File: src/rtl/kwdt_pkg.sv
package kwdt_pkg;

   // Register byte offsets (word aligned)
   localparam int OFS_COUNT   = 'h00;
   localparam int OFS_RELOAD  = 'h04;
   localparam int OFS_RESTART = 'h08;
   localparam int OFS_CTRL    = 'h0C;
   localparam int OFS_PULSE   = 'h18;
   localparam int OFS_MASK    = 'h1C;

   localparam logic [15:0] RESTART_KEY = 16'h4755;

   // Top-byte codes for the pulse register
   localparam logic [7:0] CODE_POL_HIGH = 8'hA5;
   localparam logic [7:0] CODE_POL_LOW  = 8'h5A;
   localparam logic [7:0] CODE_PUSHPULL = 8'hA8;
   localparam logic [7:0] CODE_OPENDRN  = 8'h8A;

   // Control bit positions
   localparam int CB_EN     = 0;
   localparam int CB_RST    = 1;
   localparam int CB_IRQ    = 2;
   localparam int CB_EXT    = 3;
   localparam int CB_TICK   = 4;
   localparam int CB_MODE   = 5;

   // Pulse register flag positions
   localparam int PB_POL    = 31;
   localparam int PB_DRIVE  = 30;

   typedef enum logic [2:0] {
      SEL_NONE,
      SEL_RELOAD,
      SEL_RESTART,
      SEL_CTRL,
      SEL_PULSE,
      SEL_MASK,
      SEL_COUNT
   } reg_sel_e;

endpackage

File: src/rtl/kwdt_regs.sv
module kwdt_regs
   import kwdt_pkg::*;
#(
   parameter int          ADDR_W      = 8,
   parameter int          DATA_W      = 32,
   parameter int          CNT_W       = 32,
   parameter int          PW_W        = 20,
   parameter logic [31:0] RELOAD_INIT = 32'h014F_B180,
   parameter logic [31:0] PW_INIT     = 32'h0000_00FF
) (
   input  logic              clk,
   input  logic              rst_n,
   input  logic [ADDR_W-1:0] addr_i,
   input  logic              we_i,
   input  logic [DATA_W-1:0] wdata_i,
   output logic [DATA_W-1:0] rdata_o,
   input  logic [CNT_W-1:0]  cnt_i,
   input  logic              hold_clr_i,
   output logic [CNT_W-1:0]  reload_o,
   output logic              en_o,
   output logic              rst_en_o,
   output logic              irq_en_o,
   output logic [PW_W-1:0]   pw_o,
   output logic              pol_hi_o,
   output logic              push_pull_o,
   output logic              restart_o,
   output logic              arm_o,
   output logic              stop_o
);

   localparam logic [DATA_W-1:0] CTRL_CLR = DATA_W'(32'h0000_0F00);
   localparam logic [DATA_W-1:0] CTRL_SET = DATA_W'(32'h0000_0010);
   localparam int                TOP_LSB  = DATA_W - 8;

   reg_sel_e          sel;
   logic [CNT_W-1:0]  reload_q;
   logic [DATA_W-1:0] ctrl_q;
   logic [DATA_W-1:0] mask_q;
   logic [PW_W-1:0]   pw_q;
   logic              pol_q;
   logic              pp_q;
   logic [DATA_W-1:0] ctrl_san;
   logic [7:0]        top_byte;
   logic              ctrl_wr;
   logic              pulse_wr;

   // Address decode: exact word match, anything else selects nothing
   always_comb begin
      if (addr_i == ADDR_W'(OFS_COUNT))        sel = SEL_COUNT;
      else if (addr_i == ADDR_W'(OFS_RELOAD))  sel = SEL_RELOAD;
      else if (addr_i == ADDR_W'(OFS_RESTART)) sel = SEL_RESTART;
      else if (addr_i == ADDR_W'(OFS_CTRL))    sel = SEL_CTRL;
      else if (addr_i == ADDR_W'(OFS_PULSE))   sel = SEL_PULSE;
      else if (addr_i == ADDR_W'(OFS_MASK))    sel = SEL_MASK;
      else                                     sel = SEL_NONE;
   end

   assign ctrl_san = (wdata_i & ~CTRL_CLR) | CTRL_SET;
   assign top_byte = wdata_i[DATA_W-1:TOP_LSB];
   assign ctrl_wr  = we_i && (sel == SEL_CTRL);
   assign pulse_wr = we_i && (sel == SEL_PULSE);

   // Strobes toward the countdown
   assign restart_o = we_i && (sel == SEL_RESTART) && (wdata_i[15:0] == RESTART_KEY);
   assign arm_o     = ctrl_wr &&  ctrl_san[CB_EN] && !ctrl_q[CB_EN];
   assign stop_o    = ctrl_wr && !ctrl_san[CB_EN] &&  ctrl_q[CB_EN];

   always_ff @(posedge clk or negedge rst_n) begin
      if (!rst_n) begin
         reload_q <= RELOAD_INIT[CNT_W-1:0];
         ctrl_q   <= CTRL_SET;
         mask_q   <= '0;
         pw_q     <= PW_INIT[PW_W-1:0];
         pol_q    <= PW_INIT[PB_POL];
         pp_q     <= PW_INIT[PB_DRIVE];
      end else begin
         if (we_i && (sel == SEL_RELOAD)) reload_q <= wdata_i[CNT_W-1:0];
         if (we_i && (sel == SEL_MASK))   mask_q   <= wdata_i;
         if (hold_clr_i)                  ctrl_q   <= '0;
         else if (ctrl_wr)                ctrl_q   <= ctrl_san;
         if (pulse_wr) begin
            pw_q <= wdata_i[PW_W-1:0];
            unique case (top_byte)
               CODE_POL_HIGH: pol_q <= 1'b1;
               CODE_POL_LOW:  pol_q <= 1'b0;
               CODE_PUSHPULL: pp_q  <= 1'b1;
               CODE_OPENDRN:  pp_q  <= 1'b0;
               default: ;
            endcase
         end
      end
   end

   // Read-back view of the pulse register and the counter
   logic [DATA_W-1:0] pulse_view;
   logic [DATA_W-1:0] cnt_view;
   always_comb begin
      pulse_view                = '0;
      pulse_view[PW_W-1:0]      = pw_q;
      pulse_view[PB_POL]        = pol_q;
      pulse_view[PB_DRIVE]      = pp_q;
      cnt_view                  = '0;
      cnt_view[CNT_W-1:0]       = cnt_i;
   end

   logic [DATA_W-1:0] reload_view;
   always_comb begin
      reload_view              = '0;
      reload_view[CNT_W-1:0]   = reload_q;
   end

   always_comb begin
      unique case (sel)
         SEL_COUNT:  rdata_o = cnt_view;
         SEL_RELOAD: rdata_o = reload_view;
         SEL_CTRL:   rdata_o = ctrl_q;
         SEL_PULSE:  rdata_o = pulse_view;
         SEL_MASK:   rdata_o = mask_q;
         default:    rdata_o = '0;
      endcase
   end

   assign reload_o    = reload_q;
   assign en_o        = ctrl_q[CB_EN];
   assign rst_en_o    = ctrl_q[CB_RST];
   assign irq_en_o    = ctrl_q[CB_IRQ];
   assign pw_o        = pw_q;
   assign pol_hi_o    = pol_q;
   assign push_pull_o = pp_q;


   ctrl_sanitize_chk: assert property (@(posedge clk) disable iff (!rst_n)
      (ctrl_wr && !hold_clr_i) |=> (ctrl_q[CB_TICK] && ctrl_q[11:8] == 4'h0));


   hold_wipe_chk: assert property (@(posedge clk) disable iff (!rst_n)
      hold_clr_i |=> (ctrl_q == '0));


   drive_change_chk: assert property (@(posedge clk) disable iff (!rst_n)
      !$stable(pp_q) |-> $past(pulse_wr));


   pol_change_chk: assert property (@(posedge clk) disable iff (!rst_n)
      !$stable(pol_q) |-> $past(pulse_wr));

endmodule

File: src/rtl/kwdt_count.sv
module kwdt_count #(
   parameter int          CNT_W      = 32,
   parameter logic [31:0] COUNT_INIT = 32'h014F_B180
) (
   input  logic             clk,
   input  logic             rst_n,
   input  logic             tick_i,
   input  logic             restart_i,
   input  logic             arm_i,
   input  logic             stop_i,
   input  logic             en_i,
   input  logic             irq_arm_i,
   input  logic [CNT_W-1:0] reload_i,
   output logic [CNT_W-1:0] cnt_o,
   output logic             expire_o,
   output logic             irq_o
);

   localparam logic [CNT_W-1:0] ONE = CNT_W'(1);

   logic [CNT_W-1:0] cnt_q;
   logic             run_q;
   logic             irq_q;
   logic             load;
   logic             expire;

   assign load   = restart_i | arm_i;
   assign expire = run_q & tick_i & ~load & ~stop_i & (cnt_q <= ONE);

   always_ff @(posedge clk or negedge rst_n) begin
      if (!rst_n) begin
         cnt_q <= COUNT_INIT[CNT_W-1:0];
         run_q <= 1'b0;
         irq_q <= 1'b0;
      end else begin
         if (load) begin
            cnt_q <= reload_i;
            run_q <= arm_i | en_i;
         end else if (stop_i) begin
            run_q <= 1'b0;
         end else if (expire) begin
            cnt_q <= '0;
            run_q <= 1'b0;
         end else if (run_q && tick_i) begin
            cnt_q <= cnt_q - ONE;
         end

         if (restart_i || stop_i)       irq_q <= 1'b0;
         else if (expire && irq_arm_i)  irq_q <= 1'b1;
      end
   end

   assign cnt_o    = cnt_q;
   assign expire_o = expire;
   assign irq_o    = irq_q;


   step_down_chk: assert property (@(posedge clk) disable iff (!rst_n)
      (run_q && tick_i && !load && !stop_i && cnt_q > ONE) |=> (cnt_q == $past(cnt_q) - ONE));


   no_tick_hold_chk: assert property (@(posedge clk) disable iff (!rst_n)
      (!tick_i && !load) |=> $stable(cnt_q));


   halt_after_exp_chk: assert property (@(posedge clk) disable iff (!rst_n)
      expire |=> (!run_q && cnt_q == '0));


   restart_load_chk: assert property (@(posedge clk) disable iff (!rst_n)
      restart_i |=> (cnt_q == $past(reload_i) && !irq_q));


   irq_drop_chk: assert property (@(posedge clk) disable iff (!rst_n)
      $fell(irq_q) |-> $past(restart_i || stop_i));

endmodule

File: src/rtl/kwdt_pulse.sv
module kwdt_pulse #(
   parameter int PW_W = 20
) (
   input  logic            clk,
   input  logic            rst_n,
   input  logic            tick_i,
   input  logic            fire_i,
   input  logic [PW_W-1:0] width_i,
   input  logic            pol_hi_i,
   output logic            rst_o
);

   logic [PW_W-1:0] left_q;
   logic            act_q;

   always_ff @(posedge clk or negedge rst_n) begin
      if (!rst_n) begin
         left_q <= '0;
         act_q  <= 1'b0;
      end else if (fire_i) begin
         left_q <= width_i;
         act_q  <= 1'b1;
      end else if (act_q && tick_i) begin
         if (left_q == '0) act_q  <= 1'b0;
         else              left_q <= left_q - PW_W'(1);
      end
   end

   // Active level follows the polarity flag; idle is its complement
   assign rst_o = act_q ? pol_hi_i : ~pol_hi_i;


   pulse_start_chk: assert property (@(posedge clk) disable iff (!rst_n)
      $rose(act_q) |-> $past(fire_i));


   pulse_hold_chk: assert property (@(posedge clk) disable iff (!rst_n)
      (act_q && !tick_i && !fire_i) |=> act_q);

endmodule

File: src/rtl/kwdt_top.sv
module kwdt_top #(
   parameter int          ADDR_W      = 8,
   parameter int          DATA_W      = 32,
   parameter int          CNT_W       = 32,
   parameter int          PW_W        = 20,
   parameter logic [31:0] COUNT_INIT  = 32'h014F_B180,
   parameter logic [31:0] PW_INIT     = 32'h0000_00FF
) (
   input  logic              clk,
   input  logic              rst_n,
   input  logic [ADDR_W-1:0] bus_addr,
   input  logic              bus_we,
   input  logic [DATA_W-1:0] bus_wdata,
   output logic [DATA_W-1:0] bus_rdata,
   input  logic              tick_1us,
   input  logic              memctl_hold,
   output logic              wdt_irq,
   output logic              sys_rst_out,
   output logic              rst_push_pull
);

   // Elaboration-time parameter checks
   if (DATA_W != 32) begin : g_bad_data_w
      $error("kwdt_top: DATA_W must be 32");
   end
   if (ADDR_W < 5) begin : g_bad_addr_w
      $error("kwdt_top: ADDR_W must reach offset 0x1C");
   end
   if (CNT_W < 2 || CNT_W > DATA_W) begin : g_bad_cnt_w
      $error("kwdt_top: CNT_W out of range");
   end
   if (PW_W < 1 || PW_W > DATA_W - 8) begin : g_bad_pw_w
      $error("kwdt_top: PW_W overlaps the code byte");
   end

   logic [CNT_W-1:0] reload;
   logic [CNT_W-1:0] cnt;
   logic [PW_W-1:0]  pw;
   logic             en, rst_en, irq_en, pol_hi;
   logic             restart, arm, stop, expire;
   logic             fire, irq_arm, hold_clr;

   assign fire     = expire & rst_en & ~memctl_hold;
   assign irq_arm  = irq_en & ~memctl_hold;
   assign hold_clr = expire & memctl_hold;

   kwdt_regs #(
      .ADDR_W      (ADDR_W),
      .DATA_W      (DATA_W),
      .CNT_W       (CNT_W),
      .PW_W        (PW_W),
      .RELOAD_INIT (COUNT_INIT),
      .PW_INIT     (PW_INIT)
   ) u_regs (
      .clk         (clk),
      .rst_n       (rst_n),
      .addr_i      (bus_addr),
      .we_i        (bus_we),
      .wdata_i     (bus_wdata),
      .rdata_o     (bus_rdata),
      .cnt_i       (cnt),
      .hold_clr_i  (hold_clr),
      .reload_o    (reload),
      .en_o        (en),
      .rst_en_o    (rst_en),
      .irq_en_o    (irq_en),
      .pw_o        (pw),
      .pol_hi_o    (pol_hi),
      .push_pull_o (rst_push_pull),
      .restart_o   (restart),
      .arm_o       (arm),
      .stop_o      (stop)
   );

   kwdt_count #(
      .CNT_W      (CNT_W),
      .COUNT_INIT (COUNT_INIT)
   ) u_count (
      .clk       (clk),
      .rst_n     (rst_n),
      .tick_i    (tick_1us),
      .restart_i (restart),
      .arm_i     (arm),
      .stop_i    (stop),
      .en_i      (en),
      .irq_arm_i (irq_arm),
      .reload_i  (reload),
      .cnt_o     (cnt),
      .expire_o  (expire),
      .irq_o     (wdt_irq)
   );

   kwdt_pulse #(
      .PW_W (PW_W)
   ) u_pulse (
      .clk      (clk),
      .rst_n    (rst_n),
      .tick_i   (tick_1us),
      .fire_i   (fire),
      .width_i  (pw),
      .pol_hi_i (pol_hi),
      .rst_o    (sys_rst_out)
   );


   veto_quiet_chk: assert property (@(posedge clk) disable iff (!rst_n)
      hold_clr |=> ($stable(sys_rst_out) && !$rose(wdt_irq)));


   restart_wins_chk: assert property (@(posedge clk) disable iff (!rst_n)
      restart |-> !expire);

endmodule

File: config.mk
export PLATFORM = sky130hd
export DESIGN_NAME = kwdt_top
export DESIGN_NICKNAME = d
export VERILOG_FILES = /design/src/rtl/kwdt_pkg.sv /design/src/rtl/kwdt_regs.sv /design/src/rtl/kwdt_count.sv /design/src/rtl/kwdt_pulse.sv /design/src/rtl/kwdt_top.sv
export SDC_FILE = /design/constraint.sdc
export NUM_CORES = 1
export LEC_CHECK = 0
export BUFFER_PORTS_ARGS = -buffer_cell sky130_fd_sc_hd__buf_2
export CORE_MARGIN = 2
export CORE_UTILIZATION = 50
export CTS_CLUSTER_SIZE = 30
export DETAILED_ROUTE_END_ITERATION = 8
export GPL_TIMING_DRIVEN = 0
export PLACE_DENSITY = 0.79
export SLEW_MARGIN = 10
export SYNTH_ARGS = -nofsm -noshare
export SYNTH_HDL_FRONTEND = slang
export SYNTH_SLANG_ARGS = --single-unit
File: constraint.sdc
create_clock -name clk -period 4.74 [get_ports clk]
set_clock_uncertainty 0.2 [all_clocks]
set_input_delay 0.711 -clock clk [delete_from_list [all_inputs] [get_ports clk]]
set_output_delay 0.711 -clock clk [all_outputs]
set_load 0.05 [all_outputs]
Word level (Yosys, flattened, before mapping)
Cells that the tools add are included.
Word-level totals
  bits in read-only memories: 0
  memories: 0
  output and inout bits: 35
  RAM bits: 0
  logic and storage cells: 104
  bits of input ports: 45
  latch bits: 0
  register bits: 173
Operators by class
  equality and inequality tests: 18
  bitwise gates (word level): 14
  muxes and demuxes: 27
  multiply operators: 0
  add/sub/neg operators: 2
  $lt $le $gt $ge: 1
  div/mod/pow operators: 0
  shift-type cells: 0
  reduce and logical (&&, ||, !) cells: 31
Operators by type and width (number)
  $mux 32: 6
  $pmux 32 s5: 1
  $mux 20: 3
  $le 32x1->1 const B: 1
  $sub 32x1->32 const B: 1
  $eq 8x8->1 const B: 3
  $logic_not 20->1: 1
  $sub 20x1->20 const B: 1
  $mux 3: 6
  $eq 16x15->1 const B: 1
  $eq 8x4->1 const B: 2
  $eq 8x5->1 const B: 2
  $logic_and 1x1->1: 13
  $reduce_bool 2->1: 6
  $reduce_and 2->1: 5
  $eq 3x3->1 const B: 3
  $mux 1: 9
  $and 1x1->1: 8
  $eq 8x3->1 const B: 1
  $eq 8x7->1 const B: 1
  $logic_not 8->1: 1
  $eq 3x2->1 const B: 2
  $reduce_bool 3->1: 2
  $ne 2x2->1 const B: 2
  other kinds (6): 12

Longest topological paths before layout
  word-level depth: 20
  mapped depth: 9
  mapped depth without buffers: 8

By module
From an unflattened synthesis, not the netlist that was laid out.
Unflattened totals
  cell total of the unflattened synthesis: 897
  area total of the unflattened synthesis: 9241.4 µm²
By module, submodules not included
  kwdt_regs: times used 1, seq. area each 2877.8 µm², cells an instance 512, area an instance 5763.0 µm²
  kwdt_count: times used 1, seq. area each 864.6 µm², cells an instance 244, area an instance 2103.3 µm²
  kwdt_pulse: times used 1, seq. area each 525.5 µm², cells an instance 138, area an instance 1352.5 µm²
  kwdt_top: times used 1, seq. area each 0.0 µm², cells an instance 3, area an instance 22.5 µm²

Least setup slack after synthesis
No wires, ideal clock.
  kind: input port to output port
  start point: input bus_addr[5]
  end point: output bus_rdata[14]
  path buffers: 3
  required time: 3829 ps
  cell stages on the path: 7
  slack: 538 ps
  data arrival time: 3291 ps
  cell sequence: or4_1 -> clkbuf_1 -> nor4_1 -> buf_2 -> clkbuf_1 -> a22oi_1 -> o21ai_0
Between the ends
  word-level cells in the longest chain between the ends: 9
  elaborated cells between the ends (all ways): 18
  classes of those cells: eq/ne (10); mux (7); reduce/logical (1)
RTL lines
  from (decl): line kwdt_top.sv:11  | input logic [ADDR_W-1:0] bus_addr,
  $eq 8x5->1: line kwdt_regs.sv:54  | else if (addr_i == ADDR_W'(OFS_MASK)) sel = SEL_MASK;
  $mux 3: line kwdt_regs.sv:54
  $mux 3: line kwdt_regs.sv:53  | else if (addr_i == ADDR_W'(OFS_PULSE)) sel = SEL_PULSE;
  $mux 3: line kwdt_regs.sv:52  | else if (addr_i == ADDR_W'(OFS_CTRL)) sel = SEL_CTRL;
  $mux 3: line kwdt_regs.sv:51  | else if (addr_i == ADDR_W'(OFS_RESTART)) sel = SEL_RESTART;
  $mux 3: line kwdt_regs.sv:50  | else if (addr_i == ADDR_W'(OFS_RELOAD)) sel = SEL_RELOAD;
  $mux 3 *: line kwdt_regs.sv:49  | if (addr_i == ADDR_W'(OFS_COUNT)) sel = SEL_COUNT;
  $eq 3x3->1, or another cell as far along: line kwdt_regs.sv:113  | unique case (sel)
  $pmux 32 s5 *: line kwdt_regs.sv:113
  to (decl): line kwdt_top.sv:14  | output logic [DATA_W-1:0] bus_rdata,
Every way passes the cells marked *; elsewhere a longest branch is shown, timed or not.

Worst setup path in the final report
  start point: input bus_addr[7]
  end point: output bus_rdata[6]
The elaborated chain is that of the path after synthesis.

==> qor.csv <==
metric;value;unit
status;complete, no violations;
# diodes;0;
Register Area;4268;um2
crit path max fanout;10;
Reg2Reg Setup Slack;1.36;ns
Die W;137.1;um
Post-Syn Area;8857;um2
Setup violations, final;0;
Net Sw Power;904.7;uW
worst-path cell chain;buf_2 > nor3b_1 > nand3_1 > nor2_1 > clkbuf_1 > a222oi_1 > o21ai_0 > buf_2;
Post-CTS Resized;0;
critical path class;primary input to output port;
Ports;80;
crit-path most repeated cell;buf_2;
sequential power share;47.3;%
Multi-input gate area;4340;um2
Mapped Cells;829;
Synth Area in Compound Gates;14.83;%
max cap viols;0;
r2r startpoint;u_pulse.left_q[6];
CP Buf/Inv Count;3;
Layout area overhead;15.02;%
final setup TNS;0;ns
power per cell area;339.0;nW/um2
FF-to-FF End;u_pulse.left_q[17];
Power Total;3.454;mW
nets;974;
Reg2Reg Depth;6;
Clock Root Buffer;clkbuf_16;
crit start category;primary input;
gr usage total;29.58;%
DP Cell Count;1132;
slowest stage delay, CP;0.73;ns
total gr overflow;0;
Via density;6.485;
drt drc;0;
Slew headroom;19.57;%
Max clock buf depth;2;
wirelength, routed;26560;um
crit path max-delay cell type;nor2_1;
FF+latch count, synth;169;
hold buffer count at CTS;0;
Final Slew Violations;0;
drt wl/cell;22.82;um
WP data required;3.83;ns
antenna violations before repair;0;
Yosys warnings;0;
Net Sw Frac;26.20;%
VDD IR max;287.6;uV
fmax;214.8;MHz
Tmin final;4.656;ns
Synth Area in XOR/XNOR;2.571;%
ys flop type;dfrtp_1;
cts bufs inserted;17;
Filler cells;1469;
core area;17300;um2
worst slew pin tran;1.193;ns
Internal;2.549;mW
Worst EP arrival;3.75;ns
post-synthesis simple-gate area fraction;15.75;%
Hold Crit Class;primary input to asynchronous set/reset pin;
Routed Antenna Nets;0;
distinct cell type count of the synthesized netlist;67;
# rows;48;
latest clock arrival within the worst-skew pair;0.43;ns
final cell count without fillers;1164;
vias in the first global route;7461;
final hold vios;0;
DP HPWL;18590;um
RSZ-0062 raised after global routing;no;
Clock Power Share;42.1;%
number of flops mapped to enable cells by yosys;0;
CTS clk-pin slew, worst paths;0.06;ns
CTS H-tree depth;4;
drt pass-1 iters;6;
Final period util;98.23;%
largest family of logic cells by synthesized area;simple AND/OR/NAND/NOR gates;
Vert. Die Dim;137.1;um
Lkg Pwr;4.630;nW
Port Buffers;77;
largest net degree at the start of global routing;87;
RD Place Congestion;0.9718;
total number of vias;7548;
Crit path max-delay family;simple AND/OR/NAND/NOR gates;
die area;18800;um2
iteration-0 DRC count of the detailed router;787;
worst hold slack;0.05728;ns
post-synthesis mux area share;15.37;%
Avg Inst Size Synth;10.68;um2
Comb pwr share;10.6;%
CTS tree;built;
effective utilization at floorplan;51.21;%
Worst Setup End Kind;output port;
Async S/R FF share, synth;100.0;%
Adder-Cell Fraction of Synth Area;0.4238;%
Post CTS Setup Buffer Count;0;
global-route wire length before repair;41500;um
sequential cell area fraction in the yosys report;48.18;%
Clock Sinks;169;
share of cells above drive strength 1;29.61;%
Synthesized Nets;877;
-- metal layers --
layer / vias to the layer above / part of all wire, % / track usage (%)
li1: 3311 / - / -
met1: 3754 / 41 / 40.41
met2: 413 / 47 / 45.55
met3: 70 / 8.8 / 5.185
met4: 0 / 3.8 / 14.66
met5: - / 0 / 0
-- power groups by stage --
stage          clock network, mW  registers [mW]  logic (mW)
2_1_floorplan                  0            1.62       0.233
3_3_place_gp                   0            1.65       0.347
3_5_place_dp                   0            1.65       0.361
4_1_cts                     1.46            1.63       0.363
5_1_grt                     1.52            1.64       0.409
6_report                    1.45            1.63       0.367
-- cell type report --
cell class / count / share of cell area, %
multi-input combinational: 600 / 42.61
clock buffer: 22 / 4.655
buffer: 49 / 2.125
clock inverter: 10 / 1.400
sequential: 169 / 41.89
timing repair buffer: 78 / 4.151
tap: 225 / 2.763
inverter: 11 / 0.4053
-- flip-flops by register name, indices dropped and copies added, names as in the netlist, 20 cells and up --
name / cells
u_regs.ctrl_q: 28
u_regs.mask_q: 32
u_regs.pw_o: 20
u_count.cnt_o: 32
u_regs.reload_o: 32
u_pulse.left_q: 20
-- Yosys cell counts (11+ instances only) --
library cell | instances | area share (%)
or4_1 | 13 | 1.1
nor3_1 | 24 | 1.4
mux2_2 | 88 | 11
nand3_1 | 22 | 1.2
dfrtp_1 | 138 | 39
mux2_4 | 18 | 3.1
o21ai_0 | 36 | 2.0
nor4_1 | 14 | 0.99
clkbuf_1 | 35 | 1.5
a222oi_1 | 19 | 2.1
a22oi_1 | 38 | 3.2
nand2_1 | 87 | 3.7
nor2_1 | 37 | 1.6
a21oi_1 | 66 | 3.7
xnor2_1 | 15 | 1.5
xor2_1 | 11 | 1.1
dfstp_2 | 31 | 9.2
-- placed cells by master, fill, tap and decap left out, types with 18 or more instances in the layout --
| cell | instances |
|---|---|
| a21oi_1 | 66 |
| a222oi_1 | 19 |
| a22oi_1 | 38 |
| buf_2 | 81 |
| clkbuf_1 | 35 |
| dfrtp_1 | 138 |
| dfstp_2 | 31 |
| mux2_2 | 88 |
| mux2_4 | 18 |
| nand2_1 | 87 |
| nand3_1 | 22 |
| nor2_1 | 37 |
| nor3_1 | 23 |
| o21ai_0 | 36 |
-- how the worst max path moves through the flow --
stage	startpoint	to	slack, ns	depth (start not counted)
2_1_floorplan	bus_addr[5]	bus_rdata[14]	0.54	7
3_3_place_gp	bus_addr[5]	bus_rdata[6]	-0.19	8
3_5_place_dp	bus_addr[7]	bus_rdata[6]	0.07	8
4_1_cts	bus_addr[7]	bus_rdata[6]	0.07	8
5_1_grt	bus_addr[7]	bus_rdata[16]	0.02	8
6_report	bus_addr[7]	bus_rdata[6]	0.08	8
-- kinds of logic after synthesis --
family                     Yosys count
AOI/OAI and AO/OA                  200
xor gates and xnor gates            26
adders and majority gates            3
buffers and inverters               60
DFF                                169
muxes                              116
and+or+nand+nor                    255
-- through the flow --
step,instance area [um2],setup WS (ns),utilization (%)
2_1_floorplan,8857,0.5383,-
3_3_place_gp,9524,-0.1888,55.06
3_5_place_dp,9567,0.07199,55.31
4_1_cts,10180,0.07117,58.88
5_1_grt,10190,0.02142,58.90
6_report,10190,0.08373,58.90
(Power assumes the default switching activity.)
